**src/rtl/sdmon_pkg.sv**
```systemverilog
package sdmon_pkg;

   typedef enum logic [2:0] {
      RESP_NONE    = 3'd0,
      RESP_ACCEPT  = 3'd1,
      RESP_CRC_REJ = 3'd2,
      RESP_WR_REJ  = 3'd3,
      RESP_INVALID = 3'd4
   } resp_class_e;

   typedef enum logic {
      ST_IDLE = 1'b0,
      ST_BUSY = 1'b1
   } mon_state_e;

endpackage

```
**src/rtl/sdmon_byte_ctr.sv**
```systemverilog
module sdmon_byte_ctr #(
   parameter int IDX_W        = 16,
   parameter bit IDX_SATURATE = 1'b0
) (
   input  logic             clk,
   input  logic             rst,
   input  logic             step,
   output logic [IDX_W-1:0] idx
);
   localparam logic [IDX_W-1:0] IDX_MAX = {IDX_W{1'b1}};
   localparam logic [IDX_W-1:0] IDX_ONE = {{(IDX_W-1){1'b0}}, 1'b1};

   generate
      if (IDX_W < 2) begin : g_bad_width
         $error("sdmon_byte_ctr: IDX_W must be at least 2");
      end
   endgenerate

   logic [IDX_W-1:0] idx_q;
   logic [IDX_W-1:0] idx_nxt;

   generate
      if (IDX_SATURATE) begin : g_sat
         assign idx_nxt = (idx_q == IDX_MAX) ? idx_q : idx_q + IDX_ONE;
      end else begin : g_wrap
         assign idx_nxt = idx_q + IDX_ONE;


         idx_step_chk: assert property (@(posedge clk) disable iff (rst)
            step |=> (idx_q == IDX_W'($past(idx_q) + IDX_ONE)));
      end
   endgenerate

   always_ff @(posedge clk) begin
      if (rst)       idx_q <= '0;
      else if (step) idx_q <= idx_nxt;
   end

   assign idx = idx_q;

endmodule

```
**src/rtl/sdmon_tok_classify.sv**
```systemverilog
module sdmon_tok_classify
   import sdmon_pkg::*;
#(
   parameter int                TOK_W    = 8,
   parameter int                MASK_W   = 5,
   parameter logic [MASK_W-1:0] ACC_CODE = 5'h05,
   parameter logic [MASK_W-1:0] CRC_CODE = 5'h0B,
   parameter logic [MASK_W-1:0] WRE_CODE = 5'h0D
) (
   input  logic [TOK_W-1:0] tok,
   output resp_class_e      cls
);
   generate
      if (MASK_W > TOK_W || MASK_W < 2) begin : g_bad_mask
         $error("sdmon_tok_classify: MASK_W out of range");
      end
      if (ACC_CODE[0] != 1'b1 || CRC_CODE[0] != 1'b1 || WRE_CODE[0] != 1'b1) begin : g_bad_lsb
         $error("sdmon_tok_classify: every token code needs bit 0 set");
      end
      if (ACC_CODE == CRC_CODE || ACC_CODE == WRE_CODE || CRC_CODE == WRE_CODE) begin : g_bad_codes
         $error("sdmon_tok_classify: token codes must differ");
      end
   endgenerate

   logic [MASK_W-1:0] low;
   assign low = tok[MASK_W-1:0];

   always_comb begin
      if      (low == ACC_CODE) cls = RESP_ACCEPT;
      else if (low == CRC_CODE) cls = RESP_CRC_REJ;
      else if (low == WRE_CODE) cls = RESP_WR_REJ;
      else                      cls = RESP_INVALID;
   end

endmodule

```
**src/rtl/sdmon_busy_span.sv**
```systemverilog
module sdmon_busy_span #(
   parameter int IDX_W = 16
) (
   input  logic             clk,
   input  logic             rst,
   input  logic             zero_hit,
   input  logic             first_hit,
   input  logic [IDX_W-1:0] idx,
   output logic [IDX_W-1:0] span_start,
   output logic [IDX_W-1:0] span_end
);
   logic [IDX_W-1:0] start_q;
   logic [IDX_W-1:0] end_q;

   always_ff @(posedge clk) begin
      if (rst) begin
         start_q <= '0;
         end_q   <= '0;
      end else if (zero_hit) begin
         end_q <= idx;
         if (first_hit) start_q <= idx;
      end
   end


   start_hold_chk: assert property (@(posedge clk) disable iff (rst)
      (zero_hit && !first_hit) |=> (start_q == $past(start_q)));

   assign span_start = start_q;
   assign span_end   = end_q;

endmodule

```
**src/rtl/sd_wr_resp_monitor.sv**
```systemverilog
module sd_wr_resp_monitor
   import sdmon_pkg::*;
#(
   parameter int                 IDX_W        = 16,
   parameter bit                 IDX_SATURATE = 1'b0,
   parameter logic [7:0]         FILL_BYTE    = 8'hFF,
   parameter int                 MASK_W       = 5,
   parameter logic [MASK_W-1:0]  ACC_CODE     = 5'h05,
   parameter logic [MASK_W-1:0]  CRC_CODE     = 5'h0B,
   parameter logic [MASK_W-1:0]  WRE_CODE     = 5'h0D
) (
   input  logic             clk,
   input  logic             rst,
   input  logic             byte_vld,
   input  logic [7:0]       byte_in,
   input  logic             wr_single,
   output logic             resp_vld,
   output logic [2:0]       resp_class,
   output logic             busy_act,
   output logic             span_vld,
   output logic [IDX_W-1:0] span_start,
   output logic [IDX_W-1:0] span_end
);
   localparam int TOK_W = 8;

   generate
      if (FILL_BYTE == 8'h00) begin : g_bad_fill
         $error("sd_wr_resp_monitor: FILL_BYTE must not be the busy value");
      end
   endgenerate

   mon_state_e       state_q;
   resp_class_e      tok_cls;
   resp_class_e      cls_q;
   logic [IDX_W-1:0] idx;
   logic             rvld_q;
   logic             busy_q;
   logic             svld_q;
   logic             tok_hit;
   logic             go_busy;
   logic             zero_hit;
   logic             rel_hit;

   sdmon_byte_ctr #(
      .IDX_W        (IDX_W),
      .IDX_SATURATE (IDX_SATURATE)
   ) i_ctr (
      .clk  (clk),
      .rst  (rst),
      .step (byte_vld),
      .idx  (idx)
   );

   sdmon_tok_classify #(
      .TOK_W    (TOK_W),
      .MASK_W   (MASK_W),
      .ACC_CODE (ACC_CODE),
      .CRC_CODE (CRC_CODE),
      .WRE_CODE (WRE_CODE)
   ) i_cls (
      .tok (byte_in),
      .cls (tok_cls)
   );

   assign tok_hit  = byte_vld && (state_q == ST_IDLE) && (byte_in != FILL_BYTE);
   assign go_busy  = tok_hit && (tok_cls == RESP_ACCEPT) && wr_single;
   assign zero_hit = byte_vld && (state_q == ST_BUSY) && (byte_in == 8'h00);
   assign rel_hit  = byte_vld && (state_q == ST_BUSY) && (byte_in != 8'h00);

   sdmon_busy_span #(
      .IDX_W (IDX_W)
   ) i_span (
      .clk        (clk),
      .rst        (rst),
      .zero_hit   (zero_hit),
      .first_hit  (!busy_q),
      .idx        (idx),
      .span_start (span_start),
      .span_end   (span_end)
   );

   always_ff @(posedge clk) begin
      if (rst) begin
         state_q <= ST_IDLE;
         cls_q   <= RESP_NONE;
         rvld_q  <= 1'b0;
         busy_q  <= 1'b0;
         svld_q  <= 1'b0;
      end else begin
         rvld_q <= tok_hit;
         svld_q <= rel_hit && busy_q;
         if (tok_hit) cls_q <= tok_cls;
         if (go_busy) state_q <= ST_BUSY;
         else if (rel_hit) state_q <= ST_IDLE;
         if (zero_hit) busy_q <= 1'b1;
         else if (rel_hit) busy_q <= 1'b0;
      end
   end

   assign resp_vld   = rvld_q;
   assign resp_class = cls_q;
   assign busy_act   = busy_q;
   assign span_vld   = svld_q;


   reset_state_chk: assert property (@(posedge clk)
      $past(rst) |-> (!busy_act && !resp_vld && !span_vld && resp_class == 3'd0));


   reject_idle_chk: assert property (@(posedge clk) disable iff (rst)
      (resp_vld && resp_class != 3'd1) |=> !busy_act);


   first_zero_chk: assert property (@(posedge clk) disable iff (rst)
      $rose(busy_act) |-> (span_start == span_end));


   span_strobe_chk: assert property (@(posedge clk) disable iff (rst)
      span_vld |-> ($past(busy_act) && !busy_act && !resp_vld));


   strobe_single_chk: assert property (@(posedge clk) disable iff (rst)
      resp_vld |-> !busy_act);

endmodule

```
**config.mk**
```make
export PLATFORM = sky130hd
export DESIGN_NAME = sd_wr_resp_monitor
export DESIGN_NICKNAME = d
export VERILOG_FILES = /design/src/rtl/sdmon_pkg.sv /design/src/rtl/sdmon_byte_ctr.sv /design/src/rtl/sdmon_tok_classify.sv /design/src/rtl/sdmon_busy_span.sv /design/src/rtl/sd_wr_resp_monitor.sv
export SDC_FILE = /design/constraint.sdc
export NUM_CORES = 1
export LEC_CHECK = 0
export ABC_AREA = 1
export BUFFER_PORTS_ARGS = -buffer_cell sky130_fd_sc_hd__buf_2
export CAP_MARGIN = 20
export CORE_MARGIN = 8
export CORE_UTILIZATION = 40
export DETAILED_ROUTE_END_ITERATION = 12
export SLEW_MARGIN = 5
export SYNTH_ARGS = -nofsm -noshare
export SYNTH_HDL_FRONTEND = slang
export SYNTH_SLANG_ARGS = --single-unit
export TNS_END_PERCENT = 100
```
**constraint.sdc**
```tcl
create_clock -name clk -period 2.4 [get_ports clk]
set_clock_uncertainty 0.2 [all_clocks]
set_input_delay 0.12 -clock clk [delete_from_list [all_inputs] [get_ports clk]]
set_output_delay 0.12 -clock clk [all_outputs]
set_load 0.01 [all_outputs]
```
* Word-level counts from Yosys, hierarchy flattened *
Index checks and enable logic that the tools add are counted.

cells by class
  add/subtract/negate cells = 1
  equal/unequal tests = 5
  mux-type cells = 6
  bitwise logic cells = 2
  reduce and logical (&&, ||, !) cells = 13

operators with widths
  cell                                                                   count
  16-bit by 1-bit adder with 16-bit output, second input constant        1
  5-bit by 4-bit equality test with 1-bit output, second input constant  2
  3-bit two-way mux                                                      3
  1-bit logical AND                                                      8
  8-bit zero test                                                        1
  8-bit != test, second input constant                                   1
  8-bit nonzero test                                                     1
  5-bit by 3-bit equality test with 1-bit output, second input constant  1
  2-bit nonzero test                                                     2
  3-bit by 1-bit equality test with 1-bit output, second input constant  1
  1-bit two-way mux                                                      3
  1-bit inverter                                                         2
  2-bit AND reduction                                                    1

storage, ports and cells
  flip-flop bits (word level) = 55
  output and inout bits = 38

* Longest topological paths before layout *
Gate-level depths: netlist of run 1.

  depth after elaboration = 8
  gate-level depth with buffers = 9
  depth with buffers taken out = 8

* By module *
From an unflattened synthesis of run 1, not the netlist that was laid out.

unflattened totals
  cells, all modules = 376
  area total of the unflattened synthesis = 2552.4 um2

by module, submodules not included
  module              instances  cells each  area an instance (um2)  seq. area each (um2)
  sdmon_busy_span     1          175         1280.0                  640.6
  sdmon_byte_ctr      1          126         847.1                   320.3
  sd_wr_resp_monitor  1          56          349.1                   140.1
  sdmon_tok_classify  1          19          76.3                    0.0

* Least setup slack after synthesis of run 1 *
Ideal clock, no wire load.

  path kind = register to register
  start = register busy_q, in the netlist busy_act
  end = register i_span.start_q[10], in the netlist i_span.span_start[10]
  arrival time = 1078 ps
  data required time = 2136 ps
  setup slack = 1058 ps
  cell stages (with the launch flop) = 6
  buffers on the path = 1
  cell sequence = dfxtp_1 clkinv_1 clkbuf_1 nand4_1 nand2_1 nor2_1

on the way
  cells in the longest elaborated chain, start to end = 2

ends and longest elaborated chain
  item                                  RTL line                  RTL
  from (decl)                           sd_wr_resp_monitor.sv:37  logic busy_q;
  from (signal assigned)                sd_wr_resp_monitor.sv:87  busy_q <= 1'b0;
  from (signal assigned)                sd_wr_resp_monitor.sv:95  if (zero_hit) busy_q <= 1'b1;
  from (signal assigned)                sd_wr_resp_monitor.sv:96  else if (rel_hit) busy_q <= 1'b0;
  1-bit inverter (no source line)       --
  2-bit AND reduction (no source line)  --
  to (signal assigned)                  sdmon_busy_span.sv:21     if (first_hit) start_q <= idx;
  to (decl)                             sdmon_busy_span.sv:12     logic [IDX_W-1:0] start_q;

Every way passes these cells.
A chain may end at the register's enable or synchronous reset.

* Worst setup path after layout of run 1 *
  start = input byte_in[4]
  end = register i_span.end_q[9], in the netlist i_span.span_end[9]

on the way
  cells in the longest elaborated chain, start to end = 2

ends and longest elaborated chain
  item                  RTL line                  RTL
  from (decl)           sd_wr_resp_monitor.sv:15  input logic [7:0] byte_in,
  8-bit zero test       sd_wr_resp_monitor.sv:67  assign zero_hit = byte_vld && (state_q == ST_BUSY) && (byte_in == 8'h00);
  1-bit logical AND     sd_wr_resp_monitor.sv:67
  to (signal assigned)  sdmon_busy_span.sv:20     end_q <= idx;
  to (decl)             sdmon_busy_span.sv:13     logic [IDX_W-1:0] end_q;

Every way passes these cells.

==> results of run 1 <==
-- routing by layer --
metal	GRT usage	vias up	wire length (um)
li1	-	1275	-
met1	0.185	1016	2970
met2	0.205	56	2470
met3	0.0362	5	347
met4	0.0448	0	68
met5	0	-	0
-- synth_stat cells --
| cell type | count |
|---|---|
| nand2_1 | 90 |
| inv_1 | 60 |
| dfxtp_1 | 55 |
| nor2_1 | 47 |
| nand3_1 | 31 |
| a21oi_1 | 25 |
| nand4_1 | 19 |
| o21ai_0 | 10 |
| nor3_1 | 8 |
| buf_2 | 7 |
| clkbuf_1 | 4 |
| nand2_2 | 3 |
| buf_4 | 2 |
| clkinv_1 | 2 |
| inv_2 | 2 |
| buf_1 | 1 |
| buf_6 | 1 |
| ha_1 | 1 |
| nand3_4 | 1 |
| nand3b_1 | 1 |
| nor2_2 | 1 |
| nor2_8 | 1 |
| o21a_1 | 1 |
| or2_2 | 1 |
| xor2_1 | 1 |
-- kinds of logic (layout without fill, tap and decap cells) --
kind of cell / after synthesis / in the layout / share of synthesized area
AND/OR/NAND/NOR: 203 / 203 / 0.358
buffers and inverters: 79 / 128 / 0.127
flip-flops: 55 / 55 / 0.435
AO/OA/AOI/OAI: 36 / 36 / 0.0722
adder cells (fa/ha/maj): 1 / 1 / 0.00494
XOR/XNOR: 1 / 1 / 0.00346
-- placed cells by master, fill, tap and decap left out, types with 2 or more instances in the layout --
cell and n:
inv_2 2, clkbuf_8 6, a21oi_1 25, dlygate4sd3_1 3
nand3_1 31, nor2_1 47, inv_1 60, nand4_1 19
buf_4 4, buf_2 49, nor3_1 8, nand2_2 3
o21ai_0 10, clkinv_1 2, nand2_1 90, dfxtp_1 55
-- registers in the layout, indices dropped and copies added (netlist names) --
signal             cells
busy_act               1
i_ctr.idx             16
i_span.span_end       16
i_span.span_start     16
resp_class             3
resp_vld               1
span_vld               1
state_q                1
-- report_power, final --
| part | leakage (uW) | switching [uW] | internal [uW] |
|---|---|---|---|
| Sequential | 0.000444 | 5.53 | 918 |
| Combinational | 0.000838 | 48.5 | 27.6 |
| Clock | 0.0000612 | 303 | 338 |
-- worst max-delay path by stage --
stage                            end  depth (start not counted)  slack, ns
6_report          i_span.span_end[9]                          8       0.50
5_1_grt         i_span.span_start[5]                          9       0.34
4_1_cts           i_span.span_end[9]                          8       0.49
3_5_place_dp      i_span.span_end[9]                          7       0.69
3_3_place_gp      i_span.span_end[2]                          7       0.74
2_1_floorplan  i_span.span_start[10]                          5       1.06
-- area by class of cell --
cell class / instances / area, sq um / share of cell area
clock inverter: 2 / 35.0 / 0.0118
sequential: 55 / 1100 / 0.371
clock buffer: 6 / 82.6 / 0.0278
tap: 77 / 96.3 / 0.0324
inverter: 64 / 240 / 0.0809
multi-input combinational: 241 / 1110 / 0.373
timing repair buffer: 56 / 305 / 0.103
-- worst min-delay path, delay by kind of cell --
kind,cells,cell delay (ns)
AO/OA/AOI/OAI,1,0.07
buffers and inverters,1,0.16
AND/OR/NAND/NOR,1,0.12
-- per-stage QoR --
stage                     cell area [sq um]  utilization  hold slack (ns)  instances  power (uW)
after global routing                   2970        0.476           0.0340        501        1710
after detailed placement               2820        0.452            0.222        490        1020
after global placement                 2820        0.452            0.219        490        1020
after floorplan                        2530            -         -0.00321        375         990
final                                  2970        0.476          0.00497        501        1640
after CTS                              2970        0.476          0.00456        501        1660
==> results.json, run 1 <==
{
  "core_sq_um": 6240,
  "ir_drop_mv": 0.374,
  "drive_above_1_share": 0.165,
  "drtAntennaViolNets": 0,
  "yosysSeqAreaShare": 0.435,
  "reg2reg_depth": 7,
  "start_util": 0.405,
  "cellLeakagePower_uw": 0.00134,
  "grt_pass1_vias": 2198,
  "yosys_warnings": 0,
  "post-place-ws_ns": 0.691,
  "synth_top_area_cell": "dfxtp_1",
  "hold_path_depth": 3,
  "hp-class": "input port to register",
  "hold_buffers": 3,
  "reg2reg_to": "i_ctr.idx[10]",
  "mappedNetlistNets": 388,
  "drt_first_pass_iters": 4,
  "worst_slew_pin_slew_ns": 0.658,
  "crit_path_start": "byte_in[4]",
  "synth.distinct_cells": 25,
  "rrSetupSlack_ns": 0.79,
  "drc_errors": 0,
  "critical_path_class": "input port to register",
  "grt_pass1_wl_um": 10100,
  "max_stage_delay_ns": 0.53,
  "run_status": "completed",
  "setup_viol": 0,
  "grt_max_degree": 35,
  "hold_end": "i_ctr.idx[5]",
  "finalHoldViolCount": 0,
  "grt_overflow": 0,
  "max-clock-path-buffers": 2,
  "postSynthAreaPerCell_sq_um": 6.75,
  "cts_resized": 0,
  "nFillCells": 673,
  "fmax_ghz": 0.525,
  "cp_top_family": "simple AND/OR/NAND/NOR gates",
  "clkLatencyLatePin_ns": 0.31,
  "path_common_cell": "nand2_2",
  "crit_chain": "dlygate4sd3_1, buf_2, nor2_2, nand2_2, nor2_8, nand2_2, nand2_1, a21oi_1",
  "nets": 436,
  "netlist_instances": 375,
  "cts_buffers": 5,
  "cp.required_ns": 2.40,
  "maxSlewHeadroom": 0.561,
  "dr.first_iter.drc_count": 122,
  "cts_tree": "done",
  "regToRegStartpoint": "i_ctr.idx[0]",
  "clock_sinks": 55,
  "die-area_sq_um": 9130,
  "power_density_nw_per_um2": 553,
  "wirelength_um": 5850,
  "cp_num_buf_inv": 2,
  "cap_violations": 0,
  "worst_slack_ns": 0.497,
  "syn-cell-area_sq_um": 2530,
  "path_clk_slew_ns": 0.10,
  "ys_ff_latch": 55,
  "area_growth_pct": 17.4,
  "cts-root-buf": "clkbuf_8",
  "antenna_found_initial": 0,
  "die_width_um": 95.5,
  "track_usage": 0.137,
  "fp-row-count": 29,
  "viasPerCell": 4.69,
  "via_count": 2352,
  "critPathArrivalTime_ns": 1.90,
  "cp_max_fo": 34,
  "antenna_cells": 0,
  "end_kind": "register",
  "wl_per_cell_um": 11.7,
  "cts_setup_buffers": 0,
  "maxSlewViolCount": 0,
  "period_share": 0.793,
  "synth_top_area_frac": 0.435,
  "hpwl_um": 4330,
  "period_minus_slack_ns": 1.90,
  "die_y_um": 95.5,
  "synth.top_cells.by_area": "dfxtp_1 (44%), nand2_1 (13%), inv_1 (8.9%), nor2_1 (7.0%), nand3_1 (6.1%)",
  "num_io_pins": 50,
  "place.gp.congestion": 0.828,
  "io_buffers": 49,
  "rsz0062_at_grt": "no",
  "hold_start": "byte_vld",
  "cp-start-kind": "input port",
  "htreeDepth": 2,
  "fin_setup_tns_ns": 0,
  "critPathSlowestCell": "dlygate4sd3_1"
}
Power figures use the tool's default switching activity.
==> inputs of run 2 (changes only) <==
--- a/config.mk
+++ b/config.mk
@@ -5,7 +5,7 @@
 export SDC_FILE = /design/constraint.sdc
 export NUM_CORES = 1
 export LEC_CHECK = 0
-export ABC_AREA = 1
+export ABC_AREA = 0
 export BUFFER_PORTS_ARGS = -buffer_cell sky130_fd_sc_hd__buf_2
 export CAP_MARGIN = 20
 export CORE_MARGIN = 8
==> constraint.sdc (replaced) <==
create_clock -name clk -period 1.9 [get_ports clk]
set_clock_uncertainty 0.2 [all_clocks]
set_input_delay 0.095 -clock clk [delete_from_list [all_inputs] [get_ports clk]]
set_output_delay 0.095 -clock clk [all_outputs]
set_load 0.01 [all_outputs]
==> results.json, run 2 <==
{
  "clock_sinks": 55,
  "regToRegStartpoint": "state_q",
  "start_util": 0.412,
  "worst_slew_pin_slew_ns": 0.502,
  "core_sq_um": 5510,
  "maxSlewHeadroom": 0.666,
  "synth_top_area_cell": "dfxtp_1",
  "grt_pass1_vias": 1889,
  "pwr-share-clk": 0.349,
  "dr.first_iter.drc_count": 60,
  "cts_buffers": 5,
  "syn-cell-area_sq_um": 2270,
  "via_count": 1862,
  "cp-endpoint": "i_span.span_start[13]",
  "cp.required_ns": 1.88,
  "grt_max_degree": 27,
  "async_reset_ff_frac": 0,
  "grt_overflow": 0,
  "drive_above_1_share": 0.330,
  "wl_per_cell_um": 13.5,
  "reg2reg_to": "resp_class[1]",
  "yosys_warnings": 0,
  "die_y_um": 91.3,
  "cts-root-buf": "clkbuf_8",
  "grt_pass1_wl_um": 8800,
  "fmax_ghz": 0.554,
  "fp-row-count": 27,
  "stdcell_count": 381,
  "synth_edf_count": 0,
  "yosysMostFrequentCell": "dfxtp_1",
  "sequentialPowerShare": 0.603,
  "io_buffers": 49,
  "critPathArrivalTime_ns": 1.78,
  "intPower_uw": 1500,
  "htreeDepth": 2,
  "critical_path_class": "input port to register",
  "synth.distinct_cells": 37,
  "synth_top_area_frac": 0.485,
  "setup_viol": 0,
  "ir_drop_mv": 0.327,
  "synth-main-ff-cell": "dfxtp_1",
  "num_io_pins": 50,
  "drt_first_pass_iters": 4,
  "mappedNetlistNets": 255,
  "period_share": 0.950,
  "final_cell_mix": "dfxtp_1 (55), buf_2 (49), nor2_1 (36), nand2_1 (31), mux2i_1 (19)",
  "maxSlewViolCount": 0,
  "power_density_nw_per_um2": 683,
  "period_minus_slack_ns": 1.81,
  "nets": 321,
  "cp_max_fo": 16,
  "area_growth_pct": 24.9,
  "die_width_um": 91.3,
  "cellLeakagePower_uw": 0.00128,
  "cts_tree": "done",
  "rrSetupSlack_ns": 0.15,
  "wirelength_um": 5130,
  "synth.top_cells.by_area": "dfxtp_1 (49%), mux2i_1 (8.4%), nor2_1 (6.0%), nand2_1 (5.1%), a21oi_2 (3.9%)",
  "track_usage": 0.126,
  "cp-start-kind": "input port",
  "antenna_cells": 0,
  "end_kind": "register",
  "place.gp.congestion": 0.740,
  "hpwl_um": 3670,
  "die-area_sq_um": 8340,
  "synthTopCellsByCount": "dfxtp_1 (55), nor2_1 (36), nand2_1 (31)",
  "p_comb_frac": 0.048,
  "path_clk_slew_ns": 0.10,
  "run_status": "completed",
  "reg2reg_depth": 5,
  "hp-class": "input port to register",
  "clkLatencyLatePin_ns": 0.31,
  "post-place-ws_ns": -0.0577,
  "netlist_instances": 242,
  "yosysSeqAreaShare": 0.485,
  "cap_violations": 0,
  "dpl.cell_count": 367,
  "p_sw_frac": 0.226,
  "drc_errors": 0,
  "max-clock-path-buffers": 2,
  "antenna_found_initial": 0,
  "worst_slack_ns": 0.0948,
  "ys_ff_latch": 55,
  "drtAntennaViolNets": 0,
  "viasPerCell": 4.89,
  "switching_power_uw": 439,
  "finalHoldViolCount": 0,
  "rsz0062_at_grt": "no",
  "postSynthAreaPerCell_sq_um": 9.38,
  "final_common_cell": "dfxtp_1",
  "crit_path_start": "byte_vld"
}
## run 2: changes by cell type after synthesis, sizes merged, moves of 6 or more
cell and change:
nand4 -12, nor3 -8, o21ai -7, mux2i +19
nor2 -13, nand2 -52, inv -61, a21oi -6
xor2 +8, nand3 -28
## run 2: critical path, stage by stage
cell	delay [ns]
buf_2	0.09
dlygate4sd3_1	0.55
nand2_1	0.14
or4_1	0.54
buf_4	0.23
nand2_2	0.10
a21oi_2	0.04
## run 2: how the worst min path moves through the flow
| stage | start | end | cells past startpoint |
|---|---|---|---|
| global placement | wr_single | state_q | 3 |
| floorplan | byte_in[3] | resp_class[1] | 2 |
| finish | rst | i_ctr.idx[0] | 2 |
| detailed placement | byte_in[3] | resp_class[1] | 3 |
| CTS | rst | i_ctr.idx[0] | 2 |
| global route | rst | i_ctr.idx[4] | 2 |
## run 2: repair_timing
action                                  4_1_cts  5_1_grt
resized for setup                             0        1
hold buffers                                  6        0
endpoints found under the setup margin        0        1
buffers inserted                              0        0
hold endpoints to repair                      5        0
## run 2: layer usage
| metal | global-route usage | wire length [um] | up-vias |
|---|---|---|---|
| li1 | - | - | 949 |
| met1 | 0.146 | 2470 | 866 |
| met2 | 0.207 | 2320 | 41 |
| met3 | 0.0444 | 271 | 6 |
| met4 | 0.0532 | 70 | 0 |
| met5 | 0 | 0 | - |
## run 2: metrics by stage
step / cell area, sq um / hold slack [ns] / setup TNS (ns) / power, uW / utilization
6_report: 2840 / 0.0326 / 0 / 1940 / 0.515
5_1_grt: 2840 / 0.0416 / 0 / 2020 / 0.515
4_1_cts: 2830 / 0.0155 / 0 / 1960 / 0.514
3_5_place_dp: 2670 / 0.219 / -0.562 / 1280 / 0.485
3_3_place_gp: 2670 / 0.204 / -0.137 / 1280 / 0.485
2_1_floorplan: 2270 / 0.0562 / 0 / 1240 / -
## run 2: layout make-up
cell class              count  area (sq um)
repair buffers             74           460
multi-input cells         171          1080
clock buffers               6          82.6
flip-flops and latches     55          1100
fillers                   540          2670
inverters                   1          3.75
clock inverters             2          16.3
well taps                  72          90.1
## run 2: kinds of logic after synthesis
kind of cell	synth area share
xor gates and xnor gates	0.0463
muxes	0.0937
AOI/OAI and AO/OA	0.0722
adders and majority gates	0.00551
DFF	0.485
buffers and inverters	0.0419
and+or+nand+nor	0.255
## run 2: power by group through the flow
| stage | logic (uW) | registers, uW | clock network (uW) |
|---|---|---|---|
| after floorplan | 46.9 | 1200 | 0 |
| after global placement | 84.3 | 1190 | 0 |
| after detailed placement | 84.4 | 1190 | 0 |
| after CTS | 92.2 | 1170 | 704 |
| after global routing | 104 | 1170 | 748 |
| final | 93.1 | 1170 | 676 |
==> inputs of run 3 (changes only) <==
--- a/config.mk
+++ b/config.mk
@@ -8,9 +8,10 @@
 export ABC_AREA = 0
 export BUFFER_PORTS_ARGS = -buffer_cell sky130_fd_sc_hd__buf_2
 export CAP_MARGIN = 20
-export CORE_MARGIN = 8
-export CORE_UTILIZATION = 40
+export CORE_MARGIN = 4
+export CORE_UTILIZATION = 45
 export DETAILED_ROUTE_END_ITERATION = 12
+export PLACE_DENSITY = 0.68
 export SLEW_MARGIN = 5
 export SYNTH_ARGS = -nofsm -noshare
 export SYNTH_HDL_FRONTEND = slang
==> results.json, run 3 (synthesized netlist as in run 2, its figures left out) <==
{
  "wirelength_um": 4660,
  "setup_viol": 0,
  "grt_overflow": 0,
  "cellLeakagePower_uw": 0.00128,
  "cts-root-buf": "clkbuf_8",
  "cp.required_ns": 1.94,
  "antenna_found_initial": 0,
  "io_buffers": 49,
  "drtAntennaViolNets": 0,
  "crit_chain": "nor2b_1, o21ai_1, nand4b_1, dlygate4sd3_1, a21oi_1",
  "num_io_pins": 50,
  "path_clk_slew_ns": 0.09,
  "final_common_cell": "dfxtp_1",
  "grt_max_degree": 28,
  "start_util": 0.471,
  "period_share": 0.934,
  "final_cell_mix": "dfxtp_1 (55), buf_2 (49), nor2_1 (36), nand2_1 (31), mux2i_1 (19)",
  "ir_drop_mv": 0.397,
  "via_count": 1815,
  "dr.first_iter.drc_count": 72,
  "power_density_nw_per_um2": 725,
  "critical_path_class": "register to register",
  "die_width_um": 79.0,
  "fp-row-count": 25,
  "cp_num_buf_inv": 1,
  "drive_above_1_share": 0.324,
  "place.gp.congestion": 0.761,
  "critPathSlowestCell": "dlygate4sd3_1",
  "period_minus_slack_ns": 1.77,
  "maxSlewViolCount": 0,
  "finalHoldViolCount": 0,
  "cap_violations": 0,
  "cts_buffers": 5,
  "drt_first_pass_iters": 4,
  "crit_path_start": "state_q",
  "grt_pass1_wl_um": 8090,
  "cp-endpoint": "state_q",
  "cp_top_family": "buffers and inverters",
  "intPower_uw": 1600,
  "core_sq_um": 4820,
  "rsz0062_at_grt": "no",
  "nets": 318,
  "end_kind": "register",
  "p_comb_frac": 0.043,
  "max-clock-path-buffers": 2,
  "dpl.cell_count": 360,
  "clock_sinks": 55,
  "regToRegStartpoint": "state_q",
  "clkLatencyLatePin_ns": 0.31,
  "die_y_um": 79.0,
  "hpwl_um": 3290,
  "critPathArrivalTime_ns": 1.82,
  "cts_tree": "done",
  "area_growth_pct": 24.5,
  "fin_util": 0.587,
  "rrSetupSlack_ns": 0.13,
  "worst_slew_pin_slew_ns": 0.474,
  "grt_pass1_vias": 1771,
  "fmax_ghz": 0.563,
  "critical_path_depth": 5,
  "reg2reg_to": "state_q",
  "cp-start-kind": "register",
  "switching_power_uw": 451,
  "pwr-share-clk": 0.386,
  "reg2reg_depth": 5,
  "maxSlewHeadroom": 0.684,
  "viasPerCell": 4.87,
  "nFillCells": 487,
  "p_sw_frac": 0.220,
  "drc_errors": 0,
  "sequentialPowerShare": 0.571,
  "htreeDepth": 2,
  "run_status": "completed",
  "antenna_cells": 0,
  "wl_per_cell_um": 12.5,
  "stdcell_count": 373,
  "max_stage_delay_ns": 0.57,
  "hp-class": "input port to register",
  "cp_max_fo": 6,
  "die-area_sq_um": 6240,
  "track_usage": 0.161
}
==> run 3: changes by cell type in the layout (fill, tap and decap cells not counted), sizes merged <==
cell         before  now
buf              68   66
bufinv            0    1
clkbuf            6    5
clkinvlp          1    0
dlygate4sd3       6    5
inv               1    2
==> run 3: metal layers <==
layer  global-route usage  up-vias  routed length [um]
li1                     -      939                   -
met1                0.204      832                2250
met2                0.265       38                2130
met3               0.0454        6                 218
met4               0.0515        0                  69
met5                    0        -                   0
==> run 3: cell type report <==
class | count | area [sq um] | area share
inverters | 1 | 3.75 | 0.00133
well taps | 67 | 83.8 | 0.0297
clock buffers | 5 | 68.8 | 0.0243
repair buffers | 71 | 448 | 0.158
clock inverters | 3 | 47.5 | 0.0168
flip-flops and latches | 55 | 1100 | 0.390
multi-input cells | 171 | 1070 | 0.380
==> run 3: per-stage QoR <==
stage	total power (uW)	setup WS [ns]	instance area [sq um]	hold WS, ns	setup TNS, ns
after floorplan	1240	0.0433	2270	0.0562	0
after global placement	1280	-0.0216	2660	0.204	-0.141
after detailed placement	1280	-0.0428	2660	0.202	-0.352
after CTS	2070	0.115	2830	0.00422	0
after global routing	2140	0.00770	2830	0.00670	0
final	2050	0.125	2830	0.00815	0
==> run 3: worst min path at each step <==
stage,startpoint,endpoint,slack [ns],cells after the start
after floorplan,byte_in[3],resp_class[1],0.06,2
after global placement,wr_single,state_q,0.20,3
after detailed placement,wr_single,state_q,0.20,3
after CTS,byte_in[0],resp_class[1],0.004,4
after global routing,byte_in[0],resp_class[1],0.007,4
final,byte_in[0],resp_class[1],0.008,4
==> run 3: repair_timing <==
item                                   in CTS  in global routing
endpoints found under the hold margin       5                  0
setup buffers                               0                  0
gates resized for setup                     0                  0
hold buffers                                5                  0
==> run 3: power by group through the flow <==
stage	Combinational [uW]	Sequential [uW]	Clock (uW)
2_1_floorplan	46.9	1200	0
3_3_place_gp	81.0	1190	0
3_5_place_dp	82.6	1200	0
4_1_cts	88.9	1170	810
5_1_grt	98.4	1170	868
6_report	88.7	1170	791
==> run 3: worst reg2reg max path, stage by stage (launching register included) <==
cell and delay, ns:
dfxtp_1 0.33, nor2b_1 0.10, o21ai_1 0.17, nand4b_1 0.22
dlygate4sd3_1 0.57, a21oi_1 0.12
